### config.mk
export PLATFORM = sky130hd
export DESIGN_NAME = wsr_ready_gen
export DESIGN_NICKNAME = d
export VERILOG_FILES = /design/src/rtl/wsr_pkg.sv /design/src/rtl/wsr_decoder.sv /design/src/rtl/wsr_shift.sv /design/src/rtl/wsr_cycle_ctl.sv /design/src/rtl/wsr_ready_gen.sv
export SDC_FILE = /design/constraint.sdc
export NUM_CORES = 1
export LEC_CHECK = 0
export BUFFER_PORTS_ARGS = -buffer_cell sky130_fd_sc_hd__buf_4
export CORE_AREA = 3 3 40 42
export CTS_BUF_LIST = sky130_fd_sc_hd__clkbuf_2
export CTS_CLUSTER_DIAMETER = 150
export DETAILED_ROUTE_END_ITERATION = 8
export DIE_AREA = 0 0 43 45
export GPL_ROUTABILITY_DRIVEN = 0
export MAX_ROUTING_LAYER = met4
export PLACE_DENSITY_LB_ADDON = 0.08
export SYNTH_ARGS = -nofsm -noshare
export SYNTH_HDL_FRONTEND = slang
export SYNTH_SLANG_ARGS = --single-unit
### constraint.sdc
create_clock -name clk -period 1 [get_ports clk]
set_clock_uncertainty 0.05 [all_clocks]
set_input_delay 0.2 -clock clk [delete_from_list [all_inputs] [get_ports clk]]
set_output_delay 0.2 -clock clk [all_outputs]
set_load 0.01 [all_outputs]
### src/rtl/wsr_pkg.sv
package wsr_pkg;

    typedef enum logic [1:0] {
        RG_FAST = 2'd0,
        RG_SLOW = 2'd1,
        RG_IO   = 2'd2,
        RG_NONE = 2'd3
    } region_e;

    typedef enum logic {
        ST_IDLE = 1'b0,
        ST_WAIT = 1'b1
    } cyc_state_e;

    typedef struct packed {
        region_e region;
        logic    is16;
    } cyc_info_t;

    function automatic int max4(input int a, input int b, input int c, input int d);
        int m;
        m = a;
        if (b > m) m = b;
        if (c > m) m = c;
        if (d > m) m = d;
        return m;
    endfunction

    function automatic cyc_info_t classify(input logic is_mem, input logic [1:0] sel);
        cyc_info_t r;
        if (!is_mem) begin
            r.region = RG_IO;
            r.is16   = 1'b1;
        end else begin
            unique case (sel)
                2'b00:   begin r.region = RG_FAST; r.is16 = 1'b0; end
                2'b01:   begin r.region = RG_SLOW; r.is16 = 1'b1; end
                default: begin r.region = RG_NONE; r.is16 = 1'b0; end
            endcase
        end
        return r;
    endfunction

endpackage

### src/rtl/wsr_decoder.sv
module wsr_decoder
    import wsr_pkg::*;
#(
    parameter int ADDR_W  = 30,
    parameter int PW      = 3,
    parameter int FAST_WS = 0,
    parameter int SLOW_WS = 2,
    parameter int IO_WS   = 4,
    parameter int DFLT_WS = 1
) (
    input  logic              mio_n,
    input  logic [ADDR_W-1:0] addr,
    output cyc_info_t         info,
    output logic [PW-1:0]     waits
);
    localparam int SEL_W = 2;

    logic [SEL_W-1:0] sel;
    assign sel  = addr[ADDR_W-1 -: SEL_W];
    assign info = classify(mio_n, sel);

    always_comb begin
        unique case (info.region)
            RG_FAST: waits = PW'(FAST_WS);
            RG_SLOW: waits = PW'(SLOW_WS);
            RG_IO:   waits = PW'(IO_WS);
            default: waits = PW'(DFLT_WS);
        endcase
    end

    always_comb begin
        AST_WIDE_REGION: assert (!info.is16 || info.region == RG_SLOW || info.region == RG_IO);
    end
endmodule

### src/rtl/wsr_shift.sv
module wsr_shift #(
    parameter int SR_W = 5,
    parameter int PW   = 3
) (
    input  logic          clk,
    input  logic          rst,
    input  logic          load,
    input  logic [PW-1:0] pos,
    output logic          fire,
    output logic          empty
);
    logic [SR_W-1:0] sr_q;

    always_ff @(posedge clk) begin
        if (rst)       sr_q <= '0;
        else if (load) sr_q <= SR_W'(1) << pos;
        else           sr_q <= sr_q >> 1;
    end

    assign fire  = sr_q[0];
    assign empty = (sr_q == '0);

    AST_MARKER_ONEHOT: assert property (@(posedge clk) disable iff (rst) $onehot0(sr_q));
    AST_LOAD_WHEN_EMPTY: assert property (@(posedge clk) disable iff (rst) load |-> empty);
endmodule

### src/rtl/wsr_cycle_ctl.sv
module wsr_cycle_ctl
    import wsr_pkg::*;
(
    input  logic clk,
    input  logic rst,
    input  logic ads_n,
    input  logic is16,
    input  logic fire,
    output logic load,
    output logic busy,
    output logic bs16_n
);
    cyc_state_e state_q, state_d;

    always_comb begin
        state_d = state_q;
        load    = 1'b0;
        unique case (state_q)
            ST_IDLE: if (!ads_n) begin
                load    = 1'b1;
                state_d = ST_WAIT;
            end
            ST_WAIT: if (fire) state_d = ST_IDLE;
            default: state_d = ST_IDLE;
        endcase
    end

    always_ff @(posedge clk) begin
        if (rst) begin
            state_q <= ST_IDLE;
            bs16_n  <= 1'b1;
        end else begin
            state_q <= state_d;
            if (load)      bs16_n <= ~is16;
            else if (fire) bs16_n <= 1'b1;
        end
    end

    assign busy = (state_q == ST_WAIT);

    AST_FIRE_IN_CYCLE: assert property (@(posedge clk) disable iff (rst) fire |-> busy);
    AST_WIDTH_STEADY: assert property (@(posedge clk) disable iff (rst) (busy && $past(busy) && !$past(fire)) |-> $stable(bs16_n));
    AST_IDLE_NARROW: assert property (@(posedge clk) disable iff (rst) !busy |-> bs16_n);
endmodule

### src/rtl/wsr_ready_gen.sv
module wsr_ready_gen
    import wsr_pkg::*;
#(
    parameter int ADDR_W  = 30,
    parameter int FAST_WS = 0,
    parameter int SLOW_WS = 2,
    parameter int IO_WS   = 4,
    parameter int DFLT_WS = 1
) (
    input  logic              clk,
    input  logic              rst,
    input  logic              ads_n,
    input  logic              mio_n,
    input  logic [ADDR_W-1:0] addr,
    output logic              ready_n,
    output logic              bs16_n,
    output logic              bus_led
);
    localparam int MAX_WS = max4(FAST_WS, SLOW_WS, IO_WS, DFLT_WS);
    localparam int SR_W   = MAX_WS + 1;
    localparam int PW     = (SR_W > 1) ? $clog2(SR_W) : 1;

    cyc_info_t     info;
    logic [PW-1:0] waits;
    logic          load, fire, empty, busy;

    wsr_decoder #(
        .ADDR_W(ADDR_W), .PW(PW),
        .FAST_WS(FAST_WS), .SLOW_WS(SLOW_WS), .IO_WS(IO_WS), .DFLT_WS(DFLT_WS)
    ) u_dec (
        .mio_n(mio_n), .addr(addr), .info(info), .waits(waits)
    );

    wsr_cycle_ctl u_ctl (
        .clk(clk), .rst(rst), .ads_n(ads_n), .is16(info.is16), .fire(fire),
        .load(load), .busy(busy), .bs16_n(bs16_n)
    );

    wsr_shift #(.SR_W(SR_W), .PW(PW)) u_sr (
        .clk(clk), .rst(rst), .load(load), .pos(waits), .fire(fire), .empty(empty)
    );

    assign ready_n = ~fire;
    assign bus_led = busy;

    AST_RESET_QUIET: assert property (@(posedge clk) rst |=> (ready_n && bs16_n && !bus_led));
    AST_READY_SINGLE: assert property (@(posedge clk) disable iff (rst) !ready_n |=> ready_n);
    AST_BUSY_TRACKS_SR: assert property (@(posedge clk) disable iff (rst) bus_led == !empty);
endmodule

==> out/qor.json <==
{
  "status": {"value": "complete, but fails checks"},
  "failing_checks": {"value": "setup timing"},
  "boundaryPins": {"value": 37},
  "htreeDepth": {"value": 1},
  "proportion_of_synthesized_chip_area_in_sequential_cells": {"value": 0.498},
  "crit_fanout": {"value": 6},
  "initial_utilization": {"value": 0.219},
  "path_class": {"value": "reg2out"},
  "final_max_slew_viol_count": {"value": 0},
  "worstPathCellList": {"value": "buf_6 > buf_6"},
  "clk-insertion-delay-late": {"value": 240, "unit": "ps"},
  "gr-total-overflow": {"value": 0},
  "timing.critical_path.slowest_stage_cell": {"value": "dfxtp_4"},
  "wl_per_cell": {"value": 11.2, "unit": "um"},
  "portBuffers": {"value": 8},
  "yosys.area_share.simple": {"value": 0.231},
  "final-hold-violation-count": {"value": 0},
  "syn_inst": {"value": 27},
  "yosys_warnings": {"value": 0},
  "power-per-cell-area": {"value": 1280, "unit": "mW/mm^2"},
  "remaining_drc_errors": {"value": 0},
  "die_width": {"value": 43, "unit": "um"},
  "num_antenna_cells": {"value": 0},
  "holdWs": {"value": 83.8, "unit": "ps"},
  "internal_power": {"value": 0.000457, "unit": "W"},
  "design_power_total": {"value": 0.000625, "unit": "W"},
  "cp.buffers_inverters": {"value": 2},
  "final_min_period_over_clock_period": {"value": 1.09},
  "parity_gate_share_of_the_synthesized_area_counting_xor_and_xnor_cells": {"value": 0},
  "cts_tree": {"value": "yes"},
  "dr_wl_met3": {"value": 43, "unit": "um"},
  "vias_per_cell": {"value": 4.54},
  "synth_cell_types": {"value": 17},
  "met1Wirelength": {"value": 279, "unit": "um"},
  "cap_viol_max_count": {"value": 0},
  "syn_avg_cell_area": {"value": 10.4, "unit": "sq um"},
  "std_cell_rows": {"value": 13},
  "nNetsFinal": {"value": 83},
  "fp.dieArea": {"value": 0.00194, "unit": "sq mm"},
  "dominant_cell_type_by_count_on_the_critical_path": {"value": "buf_6"},
  "clk_pwr_share": {"value": 0.323},
  "route.antenna.remaining_nets": {"value": 0},
  "synth_fa_ha_area_frac": {"value": 0},
  "grt_max_degree": {"value": 7},
  "critical_path.max_stage_delay": {"value": 370, "unit": "ps"},
  "area_growth_syn_to_layout": {"value": 73.8, "unit": "%"},
  "yosys_register_bits": {"value": 7},
  "max_freq": {"value": 920, "unit": "MHz"},
  "dominant_combinational_cell_family_by_area_after_synthesis": {"value": "simple AND/OR/NAND/NOR gates"},
  "cts_made_buffers": {"value": 3},
  "p_comb_frac": {"value": 0.198},
  "setup_repair_after_global_routing_missed_its_margin": {"value": "yes"},
  "chipHeight": {"value": 45, "unit": "um"},
  "drive_gt1_frac": {"value": 0.625},
  "routed-via-count": {"value": 286},
  "worstSetupEndpointType": {"value": "output port"},
  "fin_crit": {"value": 1090, "unit": "ps"},
  "critPathRequiredTime": {"value": 750, "unit": "ps"},
  "clk_transition_reported_paths": {"value": 90, "unit": "ps"},
  "dr.first_iter.drc_count": {"value": 1},
  "critical_path_arrival": {"value": 840, "unit": "ps"},
  "wl_met2": {"value": 369, "unit": "um"},
  "antenna_found_initial": {"value": 0},
  "clk_root_buffer_cell": {"value": "clkbuf_2"},
  "static-leakage-power": {"value": 0.202, "unit": "nW"},
  "seq_power_share": {"value": 0.479},
  "postSynthNetCount": {"value": 61},
  "number_of_failing_setup_endpoints_in_the_final_timing_report": {"value": 6},
  "groute.usage.overall": {"value": 0.0894},
  "setup_ws": {"value": -87.2, "unit": "ps"},
  "wirelength": {"value": 704, "unit": "um"},
  "fp.coreArea": {"value": 0.00128, "unit": "sq mm"},
  "mux_share_of_post_synthesis_cell_area": {"value": 0},
  "cp-start-kind": {"value": "flop"},
  "cts_sinks": {"value": 7},
  "netSwitchingPower": {"value": 0.000168, "unit": "W"},
  "grt_pass1_vias": {"value": 315},
  "worst_pin_slew": {"value": 232, "unit": "ps"},
  "cp_top_family": {"value": "flip-flops"},
  "hp-class": {"value": "in2reg"},
  "p_sw_frac": {"value": 0.268},
  "synth_compound_area_frac": {"value": 0.191},
  "top_library_cells_by_usage_in_the_layout_fill_and_taps_aside": {"value": "14 x buf_4, 5 x dfxtp_1, 4 x buf_6"},
  "worst_slew_margin_rel": {"value": 0.845},
  "global_route_wire_length_before_repair": {"value": 1170, "unit": "um"},
  "max-vdd-ir-drop": {"value": 0.000489, "unit": "V"},
  "dp_hpwl": {"value": 515, "unit": "um"},
  "cts_buffer_depth": {"value": 2},
  "highest_signal_layer_in_the_routed_design": {"value": "met4"},
  "detailedRoute.firstPassIterationCount": {"value": 4},
  "layout_commonest_cell": {"value": "buf_4"},
  "syn_area": {"value": 282, "unit": "sq um"}
}
## synth_stat cells
library cell  instances  share of area
dfxtp_1               7           0.50
inv_1                 3          0.040
nand2b_1              2          0.044
o32ai_1               2          0.062
a211oi_1              1          0.027
a21oi_1               1          0.018
a311o_1               1          0.036
buf_6                 1          0.040
nand4bb_1             1          0.040
nor2_1                1          0.013
nor2b_1               1          0.022
nor3b_1               1          0.027
nor4_1                1          0.022
o21ai_0               1          0.018
o22a_1                1          0.031
or4_1                 1          0.027
or4b_1                1          0.036
## power groups by stage
| stage | Sequential, W | Combinational (W) | Clock, W |
|---|---|---|---|
| 4_1_cts | 0.000299 | 0.000120 | 0.000211 |
| 5_1_grt | 0.000300 | 0.000134 | 0.000223 |
| 3_5_place_dp | 0.000307 | 0.0000920 | 0 |
| 2_1_floorplan | 0.000309 | 0.0000356 | 0 |
| 6_report | 0.000299 | 0.000124 | 0.000202 |
| 3_3_place_gp | 0.000307 | 0.0000913 | 0 |
## sequential cells by signal, indices dropped and copies added, names as in the netlist
signal	cells
u_ctl.bs16_n	1
u_sr.sr_q	5
u_ctl.busy	1
## layout make-up
class                      count  area [sq um]
clock buffer                   3          15.0
timing repair buffer          18           150
tap                           15          18.8
inverter                       3          11.3
multi-input combinational     16           144
fill                         140           796
clock inverter                 1          5.00
sequential                     7           145
## logic make-up after synthesis
group,after synthesis
AO/OA/AOI/OAI,7
buffers and inverters,4
flip-flops,7
AND/OR/NAND/NOR,9
## per-layer routing
metal  GRT usage  vias up
li1            -      142
met1      0.0704      131
met2       0.153        9
met3      0.0478        4
met4      0.0723        0
met5           -        -
## per-stage QoR
stage	worst slack, ps	TNS [ps]	utilization	cells	instance area (sq um)
CTS	-102	-361	0.375	63	482
global placement	-120	-280	0.308	55	395
detailed placement	-154	-288	0.308	55	395
finish	-87.2	-328	0.381	63	489
global route	-125	-537	0.381	63	489
floorplan	-43.9	-52.7	-	27	287
## path summary, 6_finish.rpt
path | from | end | slack, ps | depth (start not counted)
setup / recovery | u_ctl.busy$_SDFF_PP0_ | bus_led | -90 | 2
hold / removal | rst | u_sr.sr_q[1]$_SDFF_PP0_ | 80 | 2
setup reg to reg | u_ctl.busy$_SDFF_PP0_ | u_sr.sr_q[2]$_SDFF_PP0_ | -80 | 2
hold reg to reg | u_sr.sr_q[4]$_SDFF_PP0_ | u_sr.sr_q[3]$_SDFF_PP0_ | 420 | 1
## worst register-to-register path, stage by stage, from the launching register on
cell,delay [ps]
dfxtp_4,370
or4b_4,480
o32ai_2,100
## repair_timing
action | CTS | global route
buffers inserted | 4 | 0
pin swaps | 3 | 0
setup endpoints to repair | 5 | 6
gates resized for setup | 10 | 3
hold buffers | 0 | 0
(Power assumes the default switching activity.)
